File: src/rtl/trq_pkg.sv
package trq_pkg;

    typedef enum logic [2:0] {
        MODE_MSG   = 3'b000,
        MODE_STALL = 3'b011
    } trq_mode_e;

    typedef enum logic [1:0] {
        ENG_RUN   = 2'd0,
        ENG_STALL = 2'd1,
        ENG_HALT  = 2'd2
    } trq_eng_e;

    // Only the stall code is kept; anything else collapses to message mode
    function automatic trq_mode_e trq_legalize(input logic [2:0] raw);
        return (raw == 3'b011) ? MODE_STALL : MODE_MSG;
    endfunction

endpackage

File: src/rtl/trq_mode_reg.sv
module trq_mode_reg
    import trq_pkg::*;
(
    input  logic      clk,
    input  logic      rst,
    input  logic      cfg_wr,
    input  logic [2:0] cfg_wdata,
    output trq_mode_e mode_q,
    output logic      wr_stall,
    output logic      wr_other
);

    typedef struct packed {
        trq_mode_e mode;
    } mode_st_t;

    mode_st_t st_d, st_q;
    trq_mode_e wr_mode;

    always_comb begin
        wr_mode  = trq_legalize(cfg_wdata);
        wr_stall = cfg_wr && (wr_mode == MODE_STALL);
        wr_other = cfg_wr && (wr_mode != MODE_STALL);
        st_d     = st_q;
        if (cfg_wr) begin
            st_d.mode = wr_mode;
        end
    end

    always_ff @(posedge clk) begin
        if (rst) begin
            st_q.mode <= MODE_MSG;
        end else begin
            st_q <= st_d;
        end
    end

    assign mode_q = st_q.mode;

endmodule

File: src/rtl/trq_stall_fsm.sv
module trq_stall_fsm
    import trq_pkg::*;
#(
    parameter int CNT_W     = 5,
    parameter int STALL_ON  = 7,
    parameter int STALL_OFF = 8,
    parameter int WR_LIM    = 5
) (
    input  logic             clk,
    input  logic             rst,
    input  trq_mode_e        mode_q,
    input  logic             wr_stall,
    input  logic             wr_other,
    input  logic [CNT_W-1:0] free_cnt,
    input  logic             atomic_busy,
    input  logic             bkpt_req,
    input  logic             dbg_resume,
    output trq_eng_e         eng_q
);

    localparam logic [CNT_W-1:0] ON_LVL  = CNT_W'(STALL_ON);
    localparam logic [CNT_W-1:0] OFF_LVL = CNT_W'(STALL_OFF);
    localparam logic [CNT_W-1:0] WR_LVL  = CNT_W'(WR_LIM);

    typedef struct packed {
        trq_eng_e eng;
    } fsm_st_t;

    fsm_st_t st_d, st_q;
    logic    in_stall_mode;
    logic    want_enter;
    logic    want_leave;

    always_comb begin
        // Mode register contents count only if not being overwritten now
        in_stall_mode = (mode_q == MODE_STALL) && !wr_other;
        want_enter    = !atomic_busy &&
                        ((in_stall_mode && (free_cnt <= ON_LVL)) ||
                         (wr_stall && (free_cnt < WR_LVL)));
        want_leave    = !in_stall_mode || (free_cnt >= OFF_LVL);
        st_d          = st_q;
        unique case (st_q.eng)
            ENG_RUN: begin
                if (bkpt_req) begin
                    st_d.eng = ENG_HALT;
                end else if (want_enter) begin
                    st_d.eng = ENG_STALL;
                end
            end
            ENG_STALL: begin
                if (bkpt_req) begin
                    st_d.eng = ENG_HALT;
                end else if (want_leave) begin
                    st_d.eng = ENG_RUN;
                end
            end
            ENG_HALT: begin
                if (dbg_resume) begin
                    st_d.eng = ENG_RUN;
                end
            end
            default: st_d.eng = ENG_RUN;
        endcase
    end

    always_ff @(posedge clk) begin
        if (rst) begin
            st_q.eng <= ENG_RUN;
        end else begin
            st_q <= st_d;
        end
    end

    assign eng_q = st_q.eng;

endmodule

File: src/rtl/trq_ovr_track.sv
module trq_ovr_track #(
    parameter int DEPTH = 16,
    parameter int CNT_W = 5
) (
    input  logic             clk,
    input  logic             rst,
    input  logic [CNT_W-1:0] free_cnt,
    input  logic             q_wr,
    input  logic             q_rd,
    output logic             ovr_msg,
    output logic             store_en
);

    localparam logic [CNT_W-1:0] EMPTY_LVL = CNT_W'(DEPTH);

    typedef struct packed {
        logic store;
        logic msg;
    } ovr_st_t;

    ovr_st_t st_d, st_q;
    logic    overflow;

    always_comb begin
        overflow = q_wr && !q_rd && (free_cnt == '0);
        st_d     = st_q;
        st_d.msg = 1'b0;
        if (st_q.store) begin
            if (overflow) begin
                st_d.msg   = 1'b1;
                st_d.store = 1'b0;
            end
        end else if (free_cnt == EMPTY_LVL) begin
            st_d.store = 1'b1;
        end
    end

    always_ff @(posedge clk) begin
        if (rst) begin
            st_q.store <= 1'b1;
            st_q.msg   <= 1'b0;
        end else begin
            st_q <= st_d;
        end
    end

    assign ovr_msg  = st_q.msg;
    assign store_en = st_q.store;

endmodule

File: src/rtl/trq_ovr_guard.sv
module trq_ovr_guard
    import trq_pkg::*;
#(
    parameter int DEPTH     = 16,
    parameter int STALL_ON  = 7,
    parameter int STALL_OFF = 8,
    parameter int WR_LIM    = 5,
    localparam int CNT_W    = $clog2(DEPTH + 1)
) (
    input  logic             clk,
    input  logic             rst,
    input  logic             cfg_wr,
    input  logic [2:0]       cfg_wdata,
    output logic [2:0]       cfg_rdata,
    input  logic [CNT_W-1:0] free_cnt,
    input  logic             q_wr,
    input  logic             q_rd,
    input  logic             atomic_busy,
    input  logic             bkpt_req,
    input  logic             dbg_resume,
    output logic             stall_req,
    output logic             halt_req,
    output logic             ovr_msg,
    output logic             store_en
);

    trq_mode_e mode_q;
    trq_eng_e  eng_q;
    logic      wr_stall;
    logic      wr_other;

    trq_mode_reg u_mode (
        .clk      (clk),
        .rst      (rst),
        .cfg_wr   (cfg_wr),
        .cfg_wdata(cfg_wdata),
        .mode_q   (mode_q),
        .wr_stall (wr_stall),
        .wr_other (wr_other)
    );

    trq_stall_fsm #(
        .CNT_W    (CNT_W),
        .STALL_ON (STALL_ON),
        .STALL_OFF(STALL_OFF),
        .WR_LIM   (WR_LIM)
    ) u_fsm (
        .clk        (clk),
        .rst        (rst),
        .mode_q     (mode_q),
        .wr_stall   (wr_stall),
        .wr_other   (wr_other),
        .free_cnt   (free_cnt),
        .atomic_busy(atomic_busy),
        .bkpt_req   (bkpt_req),
        .dbg_resume (dbg_resume),
        .eng_q      (eng_q)
    );

    trq_ovr_track #(
        .DEPTH(DEPTH),
        .CNT_W(CNT_W)
    ) u_ovr (
        .clk     (clk),
        .rst     (rst),
        .free_cnt(free_cnt),
        .q_wr    (q_wr),
        .q_rd    (q_rd),
        .ovr_msg (ovr_msg),
        .store_en(store_en)
    );

    assign cfg_rdata = mode_q;
    assign stall_req = (eng_q == ENG_STALL);
    assign halt_req  = (eng_q == ENG_HALT);

endmodule

File: config.mk
export PLATFORM = sky130hd
export DESIGN_NAME = trq_ovr_guard
export DESIGN_NICKNAME = d
export VERILOG_FILES = /design/src/rtl/trq_pkg.sv /design/src/rtl/trq_mode_reg.sv /design/src/rtl/trq_stall_fsm.sv /design/src/rtl/trq_ovr_track.sv /design/src/rtl/trq_ovr_guard.sv
export SDC_FILE = /design/constraint.sdc
export NUM_CORES = 1
export LEC_CHECK = 0
export BUFFER_PORTS_ARGS = -buffer_cell sky130_fd_sc_hd__buf_2
export CAP_MARGIN = 5
export CORE_AREA = 2 2 39 41
export DETAILED_ROUTE_END_ITERATION = 6
export DIE_AREA = 0 0 41 43
export PLACE_DENSITY_LB_ADDON = 0.12
export SYNTH_ARGS = -nofsm -noshare
export SYNTH_HDL_FRONTEND = slang
export SYNTH_SLANG_ARGS = --single-unit
File: constraint.sdc
create_clock -name clk -period 2.15 [get_ports clk]
set_input_delay 0.43 -clock clk [delete_from_list [all_inputs] [get_ports clk]]
set_output_delay 0.43 -clock clk [all_outputs]
set_load 0.01 [all_outputs]
# == Word level (Yosys, flattened, before mapping) ==
# Index checks and enable logic that the tools add are counted.
# totals
regBits,7
out_inout_bits,7
word_cells,46
# op_classes
order_cmp,3
n_eq_ne,10
mux,10
bitwise_logic,1
n_reduce_logical,18
# op_table
operator,n
2-to-1 mux 2 bit,7
equality test 3 x 2 -> 1 bit (second input constant),3
!= test 3 x 2 -> 1 bit (second input constant),3
logical AND 1 bit,8
one-hot mux 2 bit (3 select lines),1
equality test 5 bit (second input constant),1
>= comparator 5 x 4 -> 1 bit (second input constant),1
<= comparator 5 x 3 -> 1 bit (second input constant),1
zero test 5 bit,1
less-than comparator 5 x 3 -> 1 bit (second input constant),1
zero test 1 bit,4
AND reduction 3 bit,1
equality test 2 x 1 -> 1 bit (second input constant),1
equality test 2 bit (second input constant),1
zero test 2 bit,1
logical OR 1 bit,2
2-to-1 mux 1 bit,2
!= test 2 bit (second input constant),1
OR reduction 2 bit,1
NOT 1 bit,1

# == Longest topological paths before layout ==
# Gate-level depths: netlist (run 1).
# depth
ltp_word,12
ltp_mapped,3
mapped_depth_nobuf,3

# == Hierarchy ==
# From an unflattened synthesis (run 1), not the netlist that was laid out.
# hier_totals
hier_cells,29
area_unflattened_um2,289.0
# modules_own_cells
mod,n_inst,cells_each,area_per_inst_um2,seq_area_each_um2
trq_stall_fsm,1,12,111.4,40.0
trq_ovr_track,1,6,85.1,40.0
trq_mode_reg,1,9,77.6,20.0
trq_ovr_guard,1,2,15.0,0.0

# == Least setup slack after synthesis (run 1) ==
# Ideal clock, no wire load.
# synth_path
path_type,input -> register
startpoint,in free_cnt[3]
endpoint,reg u_fsm.st_q (netlist bit u_fsm.eng_q[0])
setup_time_ns,0.103
t_arrival_ns,1.140
path_slack_ns,0.906
cell_stages,2
n_path_buf,0
cell_sequence,or4_1 a2111oi_2
# synth_via
elab_chain_len,6
word_cells_on_any_way,11
classes_between,order compare: 3; eq/ne: 2; reduce/logical: 6
# synth_rtl
element,line,rtl
start: declaration,trq_ovr_guard.sv:15,"input logic [CNT_W-1:0] free_cnt,"
<= comparator 5 x 3 -> 1 bit or less-than comparator 5 x 3 -> 1 bit (tied branches),"trq_stall_fsm.sv:38, trq_stall_fsm.sv:39",
"logical AND 1 bit, on equally long branches","trq_stall_fsm.sv:38, trq_stall_fsm.sv:39",
logical OR 1 bit,trq_stall_fsm.sv:38,((in_stall_mode && (free_cnt <= ON_LVL)) ||
logical AND 1 bit,trq_stall_fsm.sv:37,want_enter = !atomic_busy &&
!= test 3 x 2 -> 1 bit (no source line),n/a,
AND reduction 3 bit (no source line) (*),n/a,
end signal: assignment,trq_stall_fsm.sv:70,st_q <= st_d;
end: declaration,trq_stall_fsm.sv:29,"fsm_st_t st_d, st_q;"
# Every way passes the cells marked *; elsewhere a longest branch is shown, timed or not.
# A chain may end at the register's enable or synchronous reset.

# == Worst setup path after layout (run 1) ==
# layout_path
startpoint,reg u_fsm.st_q (netlist bit u_fsm.eng_q[1])
endpoint,out halt_req
# layout_via
elab_chain_len,1
# layout_rtl
element,line,rtl
equality test 2 bit,trq_ovr_guard.sv:75,assign halt_req = (eng_q == ENG_HALT);
end: declaration,trq_ovr_guard.sv:22,"output logic halt_req,"
# Every way passes these cells.

==> qor.yml, run 1 <==
run_status:
  run_status: "completed"
floorplan:
  initial_utilization: 0.193
  design.die.area_um2: 1760
  fp.coreArea_um2: 1380
  die_w_um: 41
  placementRows: 14
  die_h_um: 43
  floorplan.io_pins: 23
clocking:
  cts_tree: "built"
  h_tree_lvls: 1
  postCtsHoldBufs: 0
  post-cts-setup-buffer-count: 0
  cts_resized: 0
  clock_latency_on_the_worst_skew_pair_ps: 240
  cts_root_buffer: "clkbuf_4"
  cts.path.max_buffers: 2
  cts_buffers: 3
  clock_sink_count: 5
  clk_pin_slew_ps: 40
synthesis:
  synth_top_cell_area_share: 0.374
  post_synth_top_area_cell: "dfxtp_1"
  synth_seq_cells: 5
  synth_area_leaders: "dfxtp_1, a2111oi_2, buf_4, nor2_1, nand2b_1"
  netlist_area_um2: 268
  synth_cells: 29
  yosysSeqAreaShare: 0.374
  synthDistinctLibCells: 18
  postSynthAreaPerCell_um2: 9.23
  syn-num-nets: 45
  ys_async_rst_share: 0
  synth_enable_flop_cells: 0
  synth-warning-count: 0
  ys.flop_type: "dfxtp_1"
global_route:
  antenna_found_initial: 0
  global_route.usage.total: 0.0915
  grt_pass1_wl_mm: 1.00
  grt.overflow.total: 0
  number_of_global_route_vias_before_repair: 251
  grt_max_degree: 7
layout:
  final_cell_count_no_fill: 68
  post_route_cells_drive_above_1_share: 0.500
  final_core_utilization: 0.292
  most-common-layout-cells: "buf_2, dfxtp_1, nor2_1, clkbuf_4"
  flow.area_growth_from_synthesis_pct: 50.9
  layout.cells.most_common: "buf_2"
  insertedDiodeCount: 0
  final_nets: 69
worst_setup_path:
  critical_path.endpoint_type: "output port"
  critPathKind: "register to output port"
  critical_path.startpoint_type: "register"
  reg2reg_depth: 3
  critPathRequiredTime_ps: 1720
  worstPathMaxFanout: 4
  cp_data_arrival_time_ps: 900
worst_hold_path:
  hold_path_depth: 2
  hold_path.class: "input pin to register"
timing:
  final_hold_viol_count: 0
  finalClockSkew_ps: 3.34
  final_max_slew_viol_count: 0
  grt_setup_unrepaired: "false"
  period_utilization: 0.619
  fmax_ghz: 0.751
  min_period_ps: 1330
  fin_worst_hold_slack_ps: 392
  setup_total_negative_slack_ps: 0
  finalSetupViolCount: 0
pwr:
  vdd.ir_drop.worst_uv: 336
  post-layout-total-power_mw: 0.240
  powerDensity_nw_per_um2: 593
  cellLeakagePower_nw: 0.184
routing:
  route.detailed.drc: 0
  routed_wirelength_um: 674
  drc_marker_count_from_the_first_detailed_route_iteration: 2
  drt-wirelength-per-cell_um: 9.91
  num_vias: 285
  drtPass1Iterations: 2
  postRouteAntennaNets: 0
  via_per_inst: 4.19
placement:
  place_inst: 64
  placement.io_buffers: 21
  globalplace.congestion: 0.649
  post-dp-hpwl_um: 542
job:
  max_cap_viol_count: 0
[sequential cells by signal, indices dropped and copies added (netlist names)]
name            flops
u_fsm.eng_q         2
u_mode.mode_q       1
u_ovr.ovr_msg       1
u_ovr.store_en      1
[worst max-delay path, cell delays in order, from the launching register on]
cell     delay, ps
dfxtp_1        390
nor2b_1        140
buf_2          130
[worst paths after layout]
kind                            startpoint                     endpoint  slack, ps
min                            free_cnt[4]     u_ovr.ovr_msg$_SDFF_PP0_        390
min reg2reg    u_fsm.eng_q[1]$_SDFFE_PP0P_  u_fsm.eng_q[0]$_SDFFE_PP0P_        510
max reg2reg  u_mode.mode_q[0]$_SDFFE_PP0P_  u_fsm.eng_q[0]$_SDFFE_PP0P_       1130
max            u_fsm.eng_q[1]$_SDFFE_PP0P_                     halt_req        820
[power breakdown]
part	internal, mW	leakage, nW	switching, mW
combinational	0.0180	0.128	0.0152
clock	0.0702	0.0150	0.0387
sequential	0.0952	0.0407	0.00260
total	0.183	0.184	0.0564
[metal layers]
metal | routed length [µm] | part of all wire | vias to the layer above | global-route usage
li1 | - | - | 150 | -
met1 | 309 | 0.46 | 118 | 0.103
met2 | 269 | 0.40 | 17 | 0.119
met3 | 94 | 0.14 | 0 | 0.0942
met4 | 0 | 0 | 0 | 0.0200
met5 | 0 | 0 | - | 0
[cells by family (layout without fill, tap and decap cells)]
group                  after synthesis  count (layout)  synth area share
AOI/OAI and AO/OA                    5               5             0.173
DFF                                  5               5             0.374
muxes                                1               1            0.0374
and+or+nand+nor                     15              15             0.346
buffers and inverters                2              25            0.0561
other                                1               1            0.0140
[stage by stage]
step | setup slack, ps | instance area [µm²]
2_1_floorplan | 906 | 268
3_3_place_gp | 645 | 378
3_5_place_dp | 670 | 378
4_1_cts | 799 | 404
5_1_grt | 740 | 404
6_report | 818 | 404
[cells in the mapped netlist (2+ instances only)]
master	number
buf_4	2
nand2_1	2
nor2b_1	2
nand2b_1	2
dfxtp_1	5
nor2_1	4
[area by class of cell]
| type | count | area (µm²) |
|---|---|---|
| tap | 16 | 20.0 |
| multi-input combinational | 22 | 153 |
| fill | 164 | 980 |
| sequential | 5 | 100 |
| timing repair buffer | 21 | 105 |
| clock buffer | 4 | 26.3 |
(Power assumes the default switching activity.)
==> inputs of run 2 (changes only) <==
==> constraint.sdc (replaced) <==
create_clock -name clk -period 1.3 [get_ports clk]
set_input_delay 0.26 -clock clk [delete_from_list [all_inputs] [get_ports clk]]
set_output_delay 0.26 -clock clk [all_outputs]
set_load 0.01 [all_outputs]
==> run 2 against run 1 <==
Setup slack worse by 670 ps. Core utilization is 0.54 points higher. Hold slack got worse by 170 ps. Non-clock buffer count up 1. First-iteration DRC count grew 50%. Sequential share of layout area decreased by 0.45 points. Flip-flop and latch count did not move. Design area increased by 1.9%. Sequential power increased by 66%.
==> qor.yml, run 2 (synthesized netlist as in run 1, its figures left out) <==
run_status:
  run_status: "completed"
routing:
  drt-wirelength-per-cell_um: 9.71  # -2.0%
  routed_wirelength_um: 670  # -0.59%
  drtPass1Iterations: 2  # unchanged
  postRouteAntennaNets: 0  # unchanged
  num_vias: 300  # +5.3%
  drc_marker_count_from_the_first_detailed_route_iteration: 3  # +1
  route.detailed.drc: 0  # unchanged
  via_per_inst: 4.35  # +3.7%
clocking:
  cts_resized: 0  # unchanged
  clock_latency_on_the_worst_skew_pair_ps: 240  # about the same
  cts_tree: "built"
  h_tree_lvls: 1  # unchanged
  post-cts-setup-buffer-count: 0  # unchanged
  cts_buffers: 3  # unchanged
  clock_sink_count: 5  # unchanged
  clk_pin_slew_ps: 40  # about the same
  cts.path.max_buffers: 2  # unchanged
  postCtsHoldBufs: 0  # unchanged
  cts_root_buffer: "clkbuf_4"
pwr:
  pwr-share-seq: 0.405  # -0.003
  share_comb_of_total_power: 0.144  # +0.006
  total_net_switching_power_mw: 0.0936  # +66%
  powerDensity_nw_per_um2: 969  # +63%
  power.share.clock: 0.451  # -0.003
  vdd.ir_drop.worst_uv: 540  # +61%
  cellInternalPower_mw: 0.305  # +66%
  power.switching_fraction: 0.235  # -0.000668
  cellLeakagePower_nw: 0.189  # +2.6%
layout:
  post_route_cells_drive_above_1_share: 0.509  # +0.00943
  final_core_utilization: 0.297  # +0.00543
  area.sequential_um2: 100  # unchanged
  flow.area_growth_from_synthesis_pct: 53.7
  layout.filler_cells: 155  # -5.5%
  final_nets: 70  # +1.4%
  insertedDiodeCount: 0  # unchanged
  multi_input_comb_area_um2: 153  # unchanged
  largest_register_ffs: 2  # unchanged
  most-common-layout-cells: "buf_2, dfxtp_1, nor2_1, clkbuf_4"
  finalInstanceArea_um2: 412  # +1.9%
  layout.cells.most_common: "buf_2"
global_route:
  global_route.usage.total: 0.0924  # +0.000912
  grt_pass1_wl_mm: 1.01  # +0.70%
  number_of_global_route_vias_before_repair: 252  # +0.40%
  grt_max_degree: 7  # unchanged
  antenna_found_initial: 0  # unchanged
  grt.overflow.total: 0  # unchanged
worst_setup_path:
  reg2reg_depth: 3  # unchanged
  critical-path-slowest-cell: "dfxtp_1"
  critPathMaxStageDelay_ps: 390  # about the same
  worstPathMaxFanout: 4  # unchanged
  path_cells: "nor2b_1 > buf_2"
  worst-r2r-setup-slack_ps: 280  # -850 ps
  critical_path.endpoint_type: "output port"
  setup.worst_path.start: "u_fsm.eng_q[1]$_SDFFE_PP0P_"
  critPathKind: "register to output port"
  rr_endpoint: "u_fsm.eng_q[0]$_SDFFE_PP0P_"
  critPathRequiredTime_ps: 1040  # -680 ps
  cp_data_arrival_time_ps: 900  # about the same
  setup.worst_path.end: "halt_req"
  source_of_the_worst_register_to_register_timing_path: "u_mode.mode_q[0]$_SDFFE_PP0P_"
  critical_path.startpoint_type: "register"
floorplan:
  placementRows: 14  # unchanged
  die_w_um: 41  # unchanged
  die_h_um: 43  # unchanged
  initial_utilization: 0.193  # unchanged
  fp.coreArea_um2: 1380  # unchanged
  design.die.area_um2: 1760  # unchanged
  floorplan.io_pins: 23  # unchanged
timing:
  grt_setup_unrepaired: "false"
  fmax_ghz: 0.865
  min_period_ps: 1160
  finalSetupViolCount: 0  # unchanged
  setup_ws_ps: 144  # -674 ps
  finalClockSkew_ps: 1.18  # -2.15 ps
  period_utilization: 0.889
  final_max_slew_viol_count: 0  # unchanged
  fin_worst_hold_slack_ps: 222  # -170 ps
  setup_total_negative_slack_ps: 0  # unchanged
  final_hold_viol_count: 0  # unchanged
placement:
  placement.io_buffers: 21  # unchanged
  globalplace.congestion: 0.655  # +0.99%
  place_worst_setup_slack_ps: -21.0  # -691 ps
  post-dp-hpwl_um: 581  # +7.2%
  detailed_place.area_um2: 385  # +2.0%
job:
  max_cap_viol_count: 0  # unchanged
worst_hold_path:
  hold_path.class: "input pin to register"
[run 2: worst min-delay path by stage]
| stage | from | endpoint | slack (ps) | cells past startpoint |
|---|---|---|---|---|
| after global routing | free_cnt[4] | u_ovr.ovr_msg$_SDFF_PP0_ | 220 | 2 |
| after CTS | free_cnt[4] | u_ovr.ovr_msg$_SDFF_PP0_ | 220 | 2 |
| after detailed placement | free_cnt[4] | u_ovr.ovr_msg$_SDFF_PP0_ | 470 | 2 |
| after global placement | free_cnt[4] | u_ovr.ovr_msg$_SDFF_PP0_ | 480 | 2 |
| after floorplan | rst | u_mode.mode_q[0]$_SDFFE_PP0P_ | 330 | 1 |
| final | free_cnt[4] | u_ovr.ovr_msg$_SDFF_PP0_ | 220 | 2 |
[run 2: layout make-up]
| cell class | count | area share |
|---|---|---|
| multi-input combinational | 22 | 0.371 |
| timing repair buffer | 22 | 0.274 |
| sequential | 5 | 0.243 |
| clock buffer | 4 | 0.0638 |
| tap | 16 | 0.0486 |
[run 2: worst max-delay path: cells and delay by family, from the launching register on]
family        cells  cell delay, ps
flops             1             390
simple gates      1             140
buf+inv           1             130
[run 2: power by group through the flow]
| stage | registers (mW) | clock network, mW | logic (mW) |
|---|---|---|---|
| 4_1_cts | 0.162 | 0.188 | 0.0587 |
| 3_3_place_gp | 0.165 | 0 | 0.0594 |
| 5_1_grt | 0.163 | 0.201 | 0.0646 |
| 2_1_floorplan | 0.164 | 0 | 0.0231 |
| 6_report | 0.162 | 0.180 | 0.0574 |
| 3_5_place_dp | 0.165 | 0 | 0.0586 |
[run 2: routing by layer]
metal / track usage / vias to the layer above / wire length (µm) / part of all wire
met2: 0.122 / 18 / 290 / 0.43
li1: - / 152 / - / -
met3: 0.0942 / 0 / 107 / 0.16
met5: 0 / - / 0 / 0
met4: 0.0200 / 0 / 0 / 0
met1: 0.103 / 130 / 272 / 0.41
[run 2: per-stage QoR]
step	instances	power, mW
after detailed placement	65	0.223
after CTS	69	0.408
after global routing	69	0.428
after floorplan	29	0.187
final	69	0.399
after global placement	65	0.224
